--- src/rtl/sb_pkg.sv ---
package sb_pkg;
    typedef struct packed {
        logic raw;
        logic waw;
        logic war;
    } sb_haz_t;
endpackage

--- src/rtl/sb_write_set.sv ---
module sb_write_set #(
    parameter int NUM_REGS = 32,
    parameter int ID_W     = $clog2(NUM_REGS),
    parameter int NUM_CPL  = 2
) (
    input  logic                    clk,
    input  logic                    rst,
    input  logic                    set_en,
    input  logic [ID_W-1:0]         set_id,
    input  logic [NUM_CPL-1:0]      clr_vld,
    input  logic [NUM_CPL*ID_W-1:0] clr_id,
    output logic [NUM_REGS-1:0]     busy_o
);
    typedef struct packed {
        logic [NUM_REGS-1:0] busy;
    } ws_state_t;

    ws_state_t st_d, st_q;

    always_comb begin
        st_d = st_q;
        for (int p = 0; p < NUM_CPL; p++) begin
            if (clr_vld[p]) st_d.busy[clr_id[p*ID_W +: ID_W]] = 1'b0;
        end
        // issue wins over a same-cycle completion
        if (set_en && set_id != '0) st_d.busy[set_id] = 1'b1;
        st_d.busy[0] = 1'b0;
    end

    always_ff @(posedge clk) begin
        if (rst) st_q <= '0;
        else     st_q <= st_d;
    end

    assign busy_o = st_q.busy;

    a_r5_dst_reserved: assert property (@(posedge clk) disable iff (rst)
        (set_en && set_id != '0) |=> busy_o[$past(set_id)]);

    a_r6_port0_clears: assert property (@(posedge clk) disable iff (rst)
        (clr_vld[0] && !(set_en && set_id == clr_id[ID_W-1:0]))
        |=> !busy_o[$past(clr_id[ID_W-1:0])]);

    a_r9_zero_never_busy: assert property (@(posedge clk) disable iff (rst)
        !busy_o[0]);
endmodule

--- src/rtl/sb_read_count.sv ---
module sb_read_count #(
    parameter int NUM_REGS = 32,
    parameter int ID_W     = $clog2(NUM_REGS),
    parameter int CNT_W    = 3,
    parameter int NUM_REL  = 2
) (
    input  logic                    clk,
    input  logic                    rst,
    input  logic                    inc_en,
    input  logic [ID_W-1:0]         inc_a,
    input  logic [ID_W-1:0]         inc_b,
    input  logic [NUM_REL-1:0]      dec_vld,
    input  logic [NUM_REL*ID_W-1:0] dec_id,
    output logic [NUM_REGS-1:0]     nz_o,
    output logic [NUM_REGS-1:0]     full_o
);
    localparam int EXT_W = CNT_W + 2;
    localparam logic [EXT_W-1:0] CNT_MAX = EXT_W'((1 << CNT_W) - 1);

    typedef struct packed {
        logic [NUM_REGS-1:0][CNT_W-1:0] cnt;
    } rc_state_t;

    rc_state_t st_d, st_q;

    always_comb begin
        logic [EXT_W-1:0] val;
        logic [EXT_W-1:0] down;
        logic             up;
        st_d = st_q;
        for (int r = 1; r < NUM_REGS; r++) begin
            up   = inc_en && (inc_a == ID_W'(r) || inc_b == ID_W'(r));
            down = '0;
            for (int p = 0; p < NUM_REL; p++) begin
                if (dec_vld[p] && dec_id[p*ID_W +: ID_W] == ID_W'(r)) down = down + 1'b1;
            end
            val = {2'b00, st_q.cnt[r]} + {{(EXT_W-1){1'b0}}, up};
            if (val >= down) val = val - down;
            else             val = '0;
            if (val > CNT_MAX) val = CNT_MAX;
            st_d.cnt[r] = val[CNT_W-1:0];
        end
        st_d.cnt[0] = '0;
    end

    always_ff @(posedge clk) begin
        if (rst) st_q <= '0;
        else     st_q <= st_d;
    end

    for (genvar g = 0; g < NUM_REGS; g++) begin : g_flags
        assign nz_o[g]   = (st_q.cnt[g] != '0);
        assign full_o[g] = (st_q.cnt[g] == '1);
    end

    a_r7_port0_drops: assert property (@(posedge clk) disable iff (rst)
        (dec_vld[0] && dec_id[ID_W-1:0] != '0 && !nz_o[dec_id[ID_W-1:0]] && !inc_en)
        |=> !nz_o[$past(dec_id[ID_W-1:0])]);

    a_r9_zero_never_counted: assert property (@(posedge clk) disable iff (rst)
        !nz_o[0]);
endmodule

--- src/rtl/sb_hazard_check.sv ---
module sb_hazard_check
    import sb_pkg::*;
#(
    parameter int NUM_REGS = 32,
    parameter int ID_W     = $clog2(NUM_REGS)
) (
    input  logic                vld,
    input  logic [ID_W-1:0]     dst,
    input  logic [ID_W-1:0]     src_a,
    input  logic [ID_W-1:0]     src_b,
    input  logic [NUM_REGS-1:0] busy,
    input  logic [NUM_REGS-1:0] rd_nz,
    input  logic [NUM_REGS-1:0] rd_full,
    output sb_haz_t             haz,
    output logic                go
);
    logic a_live, b_live, d_live, full_blk;

    always_comb begin
        a_live   = (src_a != '0);
        b_live   = (src_b != '0);
        d_live   = (dst != '0);
        haz.raw  = (a_live && busy[src_a]) || (b_live && busy[src_b]);
        haz.waw  = d_live && busy[dst];
        haz.war  = d_live && rd_nz[dst];
        full_blk = (a_live && rd_full[src_a]) || (b_live && rd_full[src_b]);
        go       = vld && !haz.raw && !haz.waw && !haz.war && !full_blk;
    end
endmodule

--- src/rtl/pending_write_scoreboard.sv ---
module pending_write_scoreboard
    import sb_pkg::*;
#(
    parameter int NUM_REGS = 32,
    parameter int ID_W     = $clog2(NUM_REGS),
    parameter int CNT_W    = 3,
    parameter int NUM_CPL  = 2,
    parameter int NUM_REL  = 2
) (
    input  logic                    clk,
    input  logic                    rst,
    input  logic                    iss_vld,
    input  logic [ID_W-1:0]         iss_dst,
    input  logic [ID_W-1:0]         iss_src_a,
    input  logic [ID_W-1:0]         iss_src_b,
    input  logic [NUM_CPL-1:0]      cpl_vld,
    input  logic [NUM_CPL*ID_W-1:0] cpl_id,
    input  logic [NUM_REL-1:0]      rls_vld,
    input  logic [NUM_REL*ID_W-1:0] rls_id,
    output logic                    haz_raw,
    output logic                    haz_waw,
    output logic                    haz_war,
    output logic                    issue_ok
);
    logic [NUM_REGS-1:0] busy, rd_nz, rd_full;
    sb_haz_t             haz;
    logic                go;

    sb_write_set #(.NUM_REGS(NUM_REGS), .ID_W(ID_W), .NUM_CPL(NUM_CPL)) u_wset (
        .clk(clk), .rst(rst), .set_en(go), .set_id(iss_dst),
        .clr_vld(cpl_vld), .clr_id(cpl_id), .busy_o(busy)
    );

    sb_read_count #(.NUM_REGS(NUM_REGS), .ID_W(ID_W), .CNT_W(CNT_W), .NUM_REL(NUM_REL)) u_rcnt (
        .clk(clk), .rst(rst), .inc_en(go), .inc_a(iss_src_a), .inc_b(iss_src_b),
        .dec_vld(rls_vld), .dec_id(rls_id), .nz_o(rd_nz), .full_o(rd_full)
    );

    sb_hazard_check #(.NUM_REGS(NUM_REGS), .ID_W(ID_W)) u_hchk (
        .vld(iss_vld), .dst(iss_dst), .src_a(iss_src_a), .src_b(iss_src_b),
        .busy(busy), .rd_nz(rd_nz), .rd_full(rd_full), .haz(haz), .go(go)
    );

    assign haz_raw  = haz.raw;
    assign haz_waw  = haz.waw;
    assign haz_war  = haz.war;
    assign issue_ok = go;

    a_r4_ok_needs_valid: assert property (@(posedge clk) disable iff (rst)
        issue_ok |-> iss_vld);

    a_r4_ok_means_clean: assert property (@(posedge clk) disable iff (rst)
        issue_ok |-> !(haz_raw || haz_waw || haz_war));

    a_r10_no_set_when_held: assert property (@(posedge clk) disable iff (rst)
        (!issue_ok && cpl_vld == '0) |=> $stable(busy));

    a_r12_full_blocks: assert property (@(posedge clk) disable iff (rst)
        (iss_src_a != '0 && rd_full[iss_src_a]) |-> !issue_ok);
endmodule

--- config.mk ---
export PLATFORM = sky130hd
export DESIGN_NAME = pending_write_scoreboard
export DESIGN_NICKNAME = d
export VERILOG_FILES = /design/src/rtl/sb_pkg.sv /design/src/rtl/sb_write_set.sv /design/src/rtl/sb_read_count.sv /design/src/rtl/sb_hazard_check.sv /design/src/rtl/pending_write_scoreboard.sv
export SDC_FILE = /design/constraint.sdc
export NUM_CORES = 1
export LEC_CHECK = 0
export ABC_AREA = 1
export BUFFER_PORTS_ARGS = -buffer_cell sky130_fd_sc_hd__buf_4
export CORE_MARGIN = 2
export CORE_UTILIZATION = 38
export DETAILED_ROUTE_END_ITERATION = 7
export GPL_ROUTABILITY_DRIVEN = 0
export PLACE_DENSITY = 0.49
export SYNTH_ARGS = -nofsm -noshare
export SYNTH_HDL_FRONTEND = slang
export SYNTH_SLANG_ARGS = --single-unit
export TNS_END_PERCENT = 50
--- constraint.sdc ---
create_clock -name clk -period 11.05 [get_ports clk]
set_input_delay 2.21 -clock clk [delete_from_list [all_inputs] [get_ports clk]]
set_output_delay 2.21 -clock clk [all_outputs]
set_load 0.1 [all_outputs]
==> impl.org, run 1 <==
** Outcome
- Run status :: complete, no violations

** Layout
- Nets :: 2,220
- In the final layout, the multi-input gates occupy 8680 sq um.
- Final core utilization :: 42.06%
- Sequential cell area :: 2482 sq um
- Antenna cell count :: 0
- Area added between synthesis and finish :: 9.152%
- Of the cells placed in the final design, the portion with a size suffix greater than 1 is 6.534%.
- Non-filler instance count after layout :: 2,453
- The filler cells instantiated in the layout total 3,700.

** Clocking
- For the worst-skew pair, the clock arrives at the later sink with an insertion delay of 0.45 ns.
- Number of instances resized during post-cts repair :: 0
- TritonCTS built the clock tree.
- Root Buffer Master :: sky130_fd_sc_hd__clkbuf_16
- Level count of the clock H-tree :: 4
- Num Clock Sinks :: 124
- Post-CTS setup buffers :: 0
- The number of hold buffers added after CTS was 0.
- After clock tree synthesis, the clock-pin slew on the worst setup and hold paths is 0.07 ns.
- Num CTS Buffers :: 17
- No sink is reached through more buffers than the 2 on the longest clock path.

** Floorplanning
- The floorplan has 67 rows.
- The core region is 33,530 sq um.
- The die is 188.4 um wide.
- Die Span Y :: 188.4 um
- Initial Util :: 38.53%
- Die ar. :: 35,490 sq um
- Number of primary I/O pins :: 46

** Place
- Half-perimeter wire length after placement :: 33,050 um
- Port Buffer Count :: 45
- Placed Instances :: 2,421

** Timing
- Remaining max-slew budget at the tightest pin :: 27.38%
- After layout, the worst path uses 67.80% of the clock period.
- After routing, the total negative slack on setup checks comes to 0 ns.
- The clock period could shrink to 7.492 ns.
- Setup violations remaining at the end of the flow were counted as 0.
- The number of failing hold endpoints at the final stage was 0.
- Peak Freq :: 133.5 MHz
- For the pin with the worst max-slew slack, the measured transition is 1.085 ns.
- Across the routed clock network, the largest skew measured is 0.01223 ns.
- The number of max-slew violations in the final report is 0.
- RSZ-0062 raised after global routing :: no

** Synth
- Yosys printed 0 warnings.
- Share of synthesized area occupied by flip-flops and latches :: 19.21%
- The portion of synthesized area spent on multiplexers is 2.702%.
- After synthesis, the netlist uses 32 different library cells.
- Adder-cell share of the synthesized area :: 19.81%
- The synthesized netlist devotes 12.33% of its cell area to compound gates.
- After Yosys synthesis, and, or, nand and nor cells account for 28.13% of the synthesized area.
- After synthesis, the largest family of logic cells by area is simple AND/OR/NAND/NOR gates.
- Gate count of the mapped netlist :: 1,971
- Of the total synthesized cell area, the portion taken by XOR and XNOR cells is 4.203%.
- Net count of the mapped netlist :: 2,199
- Synthesis inferred 124 register bits.
- Area of the mapped netlist :: 12,920 sq um
- The average instance in the mapped netlist occupies 6.555 sq um.

** Critical path
- Data arrives at the worst endpoint at 5.28 ns.
- The slowest stage of the critical path is the sky130_fd_sc_hd__nor2_1 cell.
- The critical path is of the input pin to output port type.
- STA classifies the critical path startpoint as an input pin.
- On the worst path, the slowest cell contributes a delay of 0.86 ns.
- Data required time at the worst endpoint :: 8.84 ns
- Traced cell by cell, the critical path runs through buf_4 > inv_1 > nor2_1 > o21ai_0 > nand4_1 > nand2_1 > nand4_1 > nand3_1 > nor2_4 > buf_4.
- Along the worst path, the maximum fanout reaches 33.
- CP endpoint kind :: output port

** Pwr
- VDD IR-drop max :: 111.4 uV
- Switching power share of the total :: 43.04%
- Clock Power Share :: 23.3%
- Of the total power, combinational logic draws 43.7%.
- For this design the ratio of total power to cell area is 163.7 nW/um^2.
- Internal Dissipation :: 0.001315 W
- Standby leakage power :: 7.387 nW
- Fraction of power consumed by sequential logic :: 33.0%
- Total net switching power :: 0.0009936 W

** Drt
- After detailed routing, the total wire length is 41,960 um.
- For this run, the detailed router's first-pass iteration total came to 5.
- Count of routing violations after the opening detailed-route iteration :: 795
- After detailed routing, the number of remaining DRC violations is 0.
- Routed len/inst :: 17.11 um
- Via count of the routed design :: 12,610
- Vias per inst :: 5.140
- Post-DRT Antenna Nets :: 0

** Global routing
- Global routing consumed, on the met1 layer, 31.85% of the routing resources.
- Number of antenna violations at the first check in global routing :: 0
- Aggregate global routing overflow :: 0
- For this run, the total global-route usage over all layers was measured as 24.31%.
- Pin count of the biggest net entering global routing :: 34
- Wire length of the first global-routing pass :: 66,580 um
- In this run the most used layer during global routing was met2.
- Met3 track utilization from global routing :: 3.688%
- Vias in the first global route :: 12,170
- In the global route stage, met2 resource usage came out at 41.03%.

** Job
- Max-cap check violation count :: 0

** Min path
- HP Class :: flip-flop to flip-flop
per-layer routing:
layer	part of all wire [%]	vias to the layer above
li1	-	6393
met1	46	5831
met2	47	322
met3	4.8	62
met4	2.6	0
met5	0	-
worst paths after layout:
check	cells past startpoint	startpoint	slack (ns)	endpoint
hold reg to reg	2	u_wset.busy_o[18]	0.54	u_wset.busy_o[18]
setup / recovery	10	iss_src_b[1]	3.56	issue_ok
setup reg to reg	20	u_wset.busy_o[6]	6.12	u_rcnt.st_q[3]
hold / removal	2	u_wset.busy_o[18]	0.54	u_wset.busy_o[18]
sequential cells by signal (all words and copies together), names as in the netlist:
| register | count |
|---|---|
| u_rcnt.st_q | 93 |
| u_wset.busy_o | 31 |
kinds of logic after synthesis:
| family | Yosys count |
|---|---|
| simple gates | 857 |
| buf+inv | 437 |
| compound gates | 274 |
| fa+ha+maj | 186 |
| flops | 124 |
| xor+xnor | 62 |
| mux | 31 |
critical path: cells and delay by family:
family	cells	cell delay, ns
AND/OR/NAND/NOR	6	2.06
buffers and inverters	3	0.76
AO/OA/AOI/OAI	1	0.20
placed cells by master, fill, tap and decap left out, types with 15 or more instances in the layout:
cell type and instances:
sky130_fd_sc_hd__a21oi_1 47, sky130_fd_sc_hd__o21ai_0 139, sky130_fd_sc_hd__xor2_1 31, sky130_fd_sc_hd__o211ai_1 15, sky130_fd_sc_hd__a211oi_1 16, sky130_fd_sc_hd__xnor2_1 31
sky130_fd_sc_hd__o22ai_1 20, sky130_fd_sc_hd__inv_1 382, sky130_fd_sc_hd__fa_1 31, sky130_fd_sc_hd__dfxtp_1 124, sky130_fd_sc_hd__clkbuf_16 17, sky130_fd_sc_hd__mux2_2 31
sky130_fd_sc_hd__nor3_1 46, sky130_fd_sc_hd__ha_1 155, sky130_fd_sc_hd__nand2_1 397, sky130_fd_sc_hd__nor2_1 211, sky130_fd_sc_hd__nand3_1 162, sky130_fd_sc_hd__buf_4 49
sky130_fd_sc_hd__o221ai_1 31
power by group through the flow:
stage,registers (W),clock network [W],logic [W]
after detailed placement,0.000770,0,0.00101
after global routing,0.000791,0.000567,0.00117
after floorplan,0.000726,0,0.000789
after global placement,0.000773,0,0.00100
after CTS,0.000763,0.000550,0.00101
final,0.000762,0.000538,0.00101
Yosys cell counts (all sizes together):
cell | instances | share of area, %
nand2 | 398 | 12
inv | 387 | 11
nor2 | 220 | 6.7
nand3 | 167 | 6.7
ha | 155 | 15
o21ai | 144 | 5.6
dfxtp | 124 | 19
a21oi | 47 | 1.8
nor3 | 46 | 1.8
buf | 33 | 1.9
fa | 31 | 4.8
mux2 | 31 | 2.7
o221ai | 31 | 2.1
xnor2 | 31 | 2.1
xor2 | 31 | 2.1
o22ai | 20 | 0.97
a211oi | 16 | 0.93
o211ai | 15 | 0.87
clkbuf | 14 | 0.41
nand3b | 13 | 0.76
nand4 | 13 | 0.63
clkinv | 3 | 0.087
a21boi | 1 | 0.058
stage by stage:
step	hold slack, ns	power [W]	setup WS, ns	area [sq um]
after detailed placement	0.5304	0.001780	3.511	13550
after CTS	0.5402	0.002327	3.657	14100
after global routing	0.5681	0.002532	3.212	14100
after global placement	0.5327	0.001774	3.569	13550
after floorplan	0.4701	0.001514	5.133	12920
final	0.5428	0.002309	3.558	14100
area by class of cell:
class	instances	share of cell area [%]
sequential	124	17.60
tap	448	3.975
timing repair buffer	49	2.608
clock buffer	20	3.238
inverter	390	10.38
multi-input combinational	1410	61.55
clock inverter	12	0.6477
Note: power is estimated with default switching activity, not from simulation.
==> inputs of run 2 (changes only) <==
clock period = 7.2 ns   (was 11.05 ns; I/O delays follow)
==> impl.org, run 2 (synthesis results as in run 1) <==
** Outcome
- The run finished with clean final reports.

** Floorplanning
- The total area inside the core boundary comes to 33,530 sq um.
- Number of primary I/O pins :: 46
- In this run the vertical extent of the chip is 188.4 um.
- Once the floorplan was initialized, standard cells occupied 38.53% of the core.
- Die width :: 188.4 um
- FP Rows :: 67
- The die covers 35,490 sq um.

** Global routing
- Pin count of the biggest net entering global routing :: 33
- The number of global-route vias before repair is 12,090.
- Aggregate global routing overflow :: 0
- The first global-routing pass estimated 65,880 um of wire.
- The number of antenna violations at the first check in global routing came to 1.
- Total routing usage reported by global routing :: 23.80%

** Critical path
- Total buffers and inverters traversed by the critical path :: 4
- Grouping stages by cell kind, the critical path spends the most delay in simple AND/OR/NAND/NOR gates.
- CP endpoint kind :: output port
- Slack of the worst reg-to-reg path :: 3.06 ns
- Tracing the worst setup path back leads to its startpoint at iss_src_b[0].
- STA puts the critical path data required time at 5.76 ns.
- Delay of the slowest cell on the worst path :: 0.75 ns
- The worst setup path is of the input pin to output port kind.
- Of all nets on the critical path, the largest fanout is 32.
- Standard cell with the maximum stage delay on the critical path :: sky130_fd_sc_hd__nor2_1
- Beginning of the worst register-to-register path :: u_rcnt.st_q[14]
- The number of cells on the worst reg-to-reg path is 18.
- Arrival @ worst endpoint :: 4.42 ns
- The endpoint identified for the worst register-to-register timing path is u_rcnt.st_q[47].
- The worst setup path is launched from an input pin.
- The critical path goes through buf_4 > inv_2 > nor2_1 > nand2_1 > nor2_1 > nor2_1 > nand2_1 > nor2_1 > nand2_1 > nand2_1 > nor2_1 > nand2_1 > nor2_4 > buf_4 > buf_4.

** Timing
- Setup violations remaining at the end of the flow were counted as 0.
- The number of max-slew violations in the final report was 0.
- Adding up every negative setup slack in the final design gives 0 ns.
- RSZ-0062 raised after global routing :: no
- The smallest clock period supported by the final layout is computed as 5.861 ns.
- Share of the cycle needed by the critical path after routing :: 81.41%
- Worst slew pin tran :: 1.112 ns
- Timing would allow up to 170.6 MHz.
- Measured against its own limit, the worst slew margin works out to 25.71%.
- Final Hold Violating Endpoints :: 0
- Worst Skew :: 0.01127 ns

** Min path
- Counting instances, the worst hold path has a depth of 2.
- Sink of the worst hold path :: u_wset.busy_o[18]
- Beginning of the worst hold path :: u_wset.busy_o[18]
- The worst hold path belongs to the class flip-flop to flip-flop.

** Clocking
- TritonCTS created 17 clock buffers.
- Buffers inserted to repair hold after CTS numbered 0.
- The clock passes through at most 2 buffers.
- Gates resized during post-CTS repair numbered 0.
- For this design, the sink count on the clock tree is 124.
- Clock latency on the worst-skew pair :: 0.44 ns
- Post-CTS setup buffers :: 0
- TritonCTS built the clock tree.
- Root Buffer Master :: sky130_fd_sc_hd__clkbuf_16
- Level count of the clock H-tree :: 4
- After clock tree synthesis, the clock-pin slew on the worst setup and hold paths is 0.06 ns.

** Drt
- The routed layout has 12,600 vias.
- Detailed-router iteration count before antenna repair :: 5
- Post-DRT Antenna Nets :: 0
- Post-route DRC :: 0
- Routed WL :: 41,560 um
- Dividing the detail-routed via count by the number of cells gives 5.129.
- Routed len/inst :: 16.92 um
- Count of routing violations after the opening detailed-route iteration :: 840

** Pwr
- Total power density per cell area :: 254.7 nW/um^2
- VDD IR-drop max :: 168.6 uV
- The analysis attributes to cell leakage a power of 7.426 nW.
- Power, Total :: 0.003610 W

** Layout
- Number of filler cells placed in the layout :: 3,695
- Share of cells above drive strength 1 :: 6.574%
- Area added between synthesis and finish :: 9.704%
- Nets :: 2,223
- Number of flip-flops in the largest register :: 93
- Reg with most FFs :: u_rcnt.st_q
- The library cells used most frequently in the layout, excluding fill and tap cells, are 397 x sky130_fd_sc_hd__nand2_1, 382 x sky130_fd_sc_hd__inv_1, 211 x sky130_fd_sc_hd__nor2_1.
- Most common library cell in the layout ignoring fill and taps :: sky130_fd_sc_hd__nand2_1

** Place
- Input and output buffers added on the ports amount to 45.
- The wire-length estimate of the detail-placed layout is 32,750 um.

** Job
- The tool flagged a number of max-cap violations equal to 0.
run 2: changes by cell type in the layout (fill, tap and decap cells not counted):
cell,delta
sky130_fd_sc_hd__buf_4,+3
sky130_fd_sc_hd__bufinv_16,+3
sky130_fd_sc_hd__clkbuf_1,+2
sky130_fd_sc_hd__clkinv_4,-2
sky130_fd_sc_hd__inv_6,-2
sky130_fd_sc_hd__clkbuf_8,-1
sky130_fd_sc_hd__clkinv_2,+1
sky130_fd_sc_hd__clkinvlp_4,-1
sky130_fd_sc_hd__diode_2,+1
run 2: through the flow:
stage	area, sq um	setup WS [ns]	util (%)	hold WS (ns)	std cells
final	14170	1.339	42.27	0.5150	2457
after global routing	14170	1.051	42.26	0.5504	2456
after CTS	14170	1.380	42.26	0.5153	2456
after detailed placement	13580	1.068	40.49	0.5084	2424
after global placement	13580	1.064	40.49	0.5041	2424
after floorplan	12920	2.571	-	0.4701	1971
run 2: worst max path at each step:
stage / cells after the start / slack [ns] / to
2_1_floorplan: 21 / 2.57 / u_rcnt.st_q[39]
3_3_place_gp: 24 / 1.06 / u_rcnt.st_q[87]
3_5_place_dp: 24 / 1.07 / u_rcnt.st_q[88]
4_1_cts: 15 / 1.38 / issue_ok
5_1_grt: 22 / 1.05 / u_rcnt.st_q[7]
6_report: 15 / 1.34 / issue_ok
run 2: area by class of cell:
cell class              instances  area (sq um)  area share, %
inverters                     390          1464          10.33
well taps                     448         560.5          3.955
diodes                          1         2.502        0.01766
clock inverters                11         143.9          1.015
repair buffers                 52         390.4          2.754
flip-flops and latches        124          2482          17.51
multi-input cells            1410          8680          61.24
clock buffers                  21         450.4          3.178
run 2: power breakdown:
part | internal (W) | switching [W] | leakage, nW
sequential | 0.000925 | 0.000243 | 1.01
combinational | 0.000633 | 0.000912 | 6.13
clock | 0.000551 | 0.000345 | 0.279
total | 0.00211 | 0.00150 | 7.43
run 2: worst register-to-register path, stage by stage (launching register included):
cell and delay [ns]:
sky130_fd_sc_hd__dfxtp_1 0.39, sky130_fd_sc_hd__nor3_1 0.10, sky130_fd_sc_hd__nand2_1 0.14, sky130_fd_sc_hd__nand4_1 0.22, sky130_fd_sc_hd__nand2_1 0.12, sky130_fd_sc_hd__nand2_1 0.12
sky130_fd_sc_hd__nor2_1 0.11, sky130_fd_sc_hd__nand2_1 0.07, sky130_fd_sc_hd__nand3_1 0.13, sky130_fd_sc_hd__nor2_4 0.06, sky130_fd_sc_hd__inv_2 0.56, sky130_fd_sc_hd__a21oi_1 0.20
sky130_fd_sc_hd__ha_1 0.26, sky130_fd_sc_hd__ha_1 0.32, sky130_fd_sc_hd__ha_1 0.33, sky130_fd_sc_hd__a211oi_1 0.31, sky130_fd_sc_hd__mux2_2 0.40, sky130_fd_sc_hd__o21ai_0 0.16
sky130_fd_sc_hd__inv_1 0.06
run 2: per-layer routing:
layer | wire, um | vias up | part of all wire (%) | global-route usage, %
met3 | 2008 | 45 | 4.8 | 3.744
met5 | 13 | - | 0.031 | 0
li1 | - | 6389 | - | -
met2 | 19500 | 316 | 47 | 40.77
met1 | 19280 | 5850 | 46 | 31.25
met4 | 754 | 2 | 1.8 | 5.919
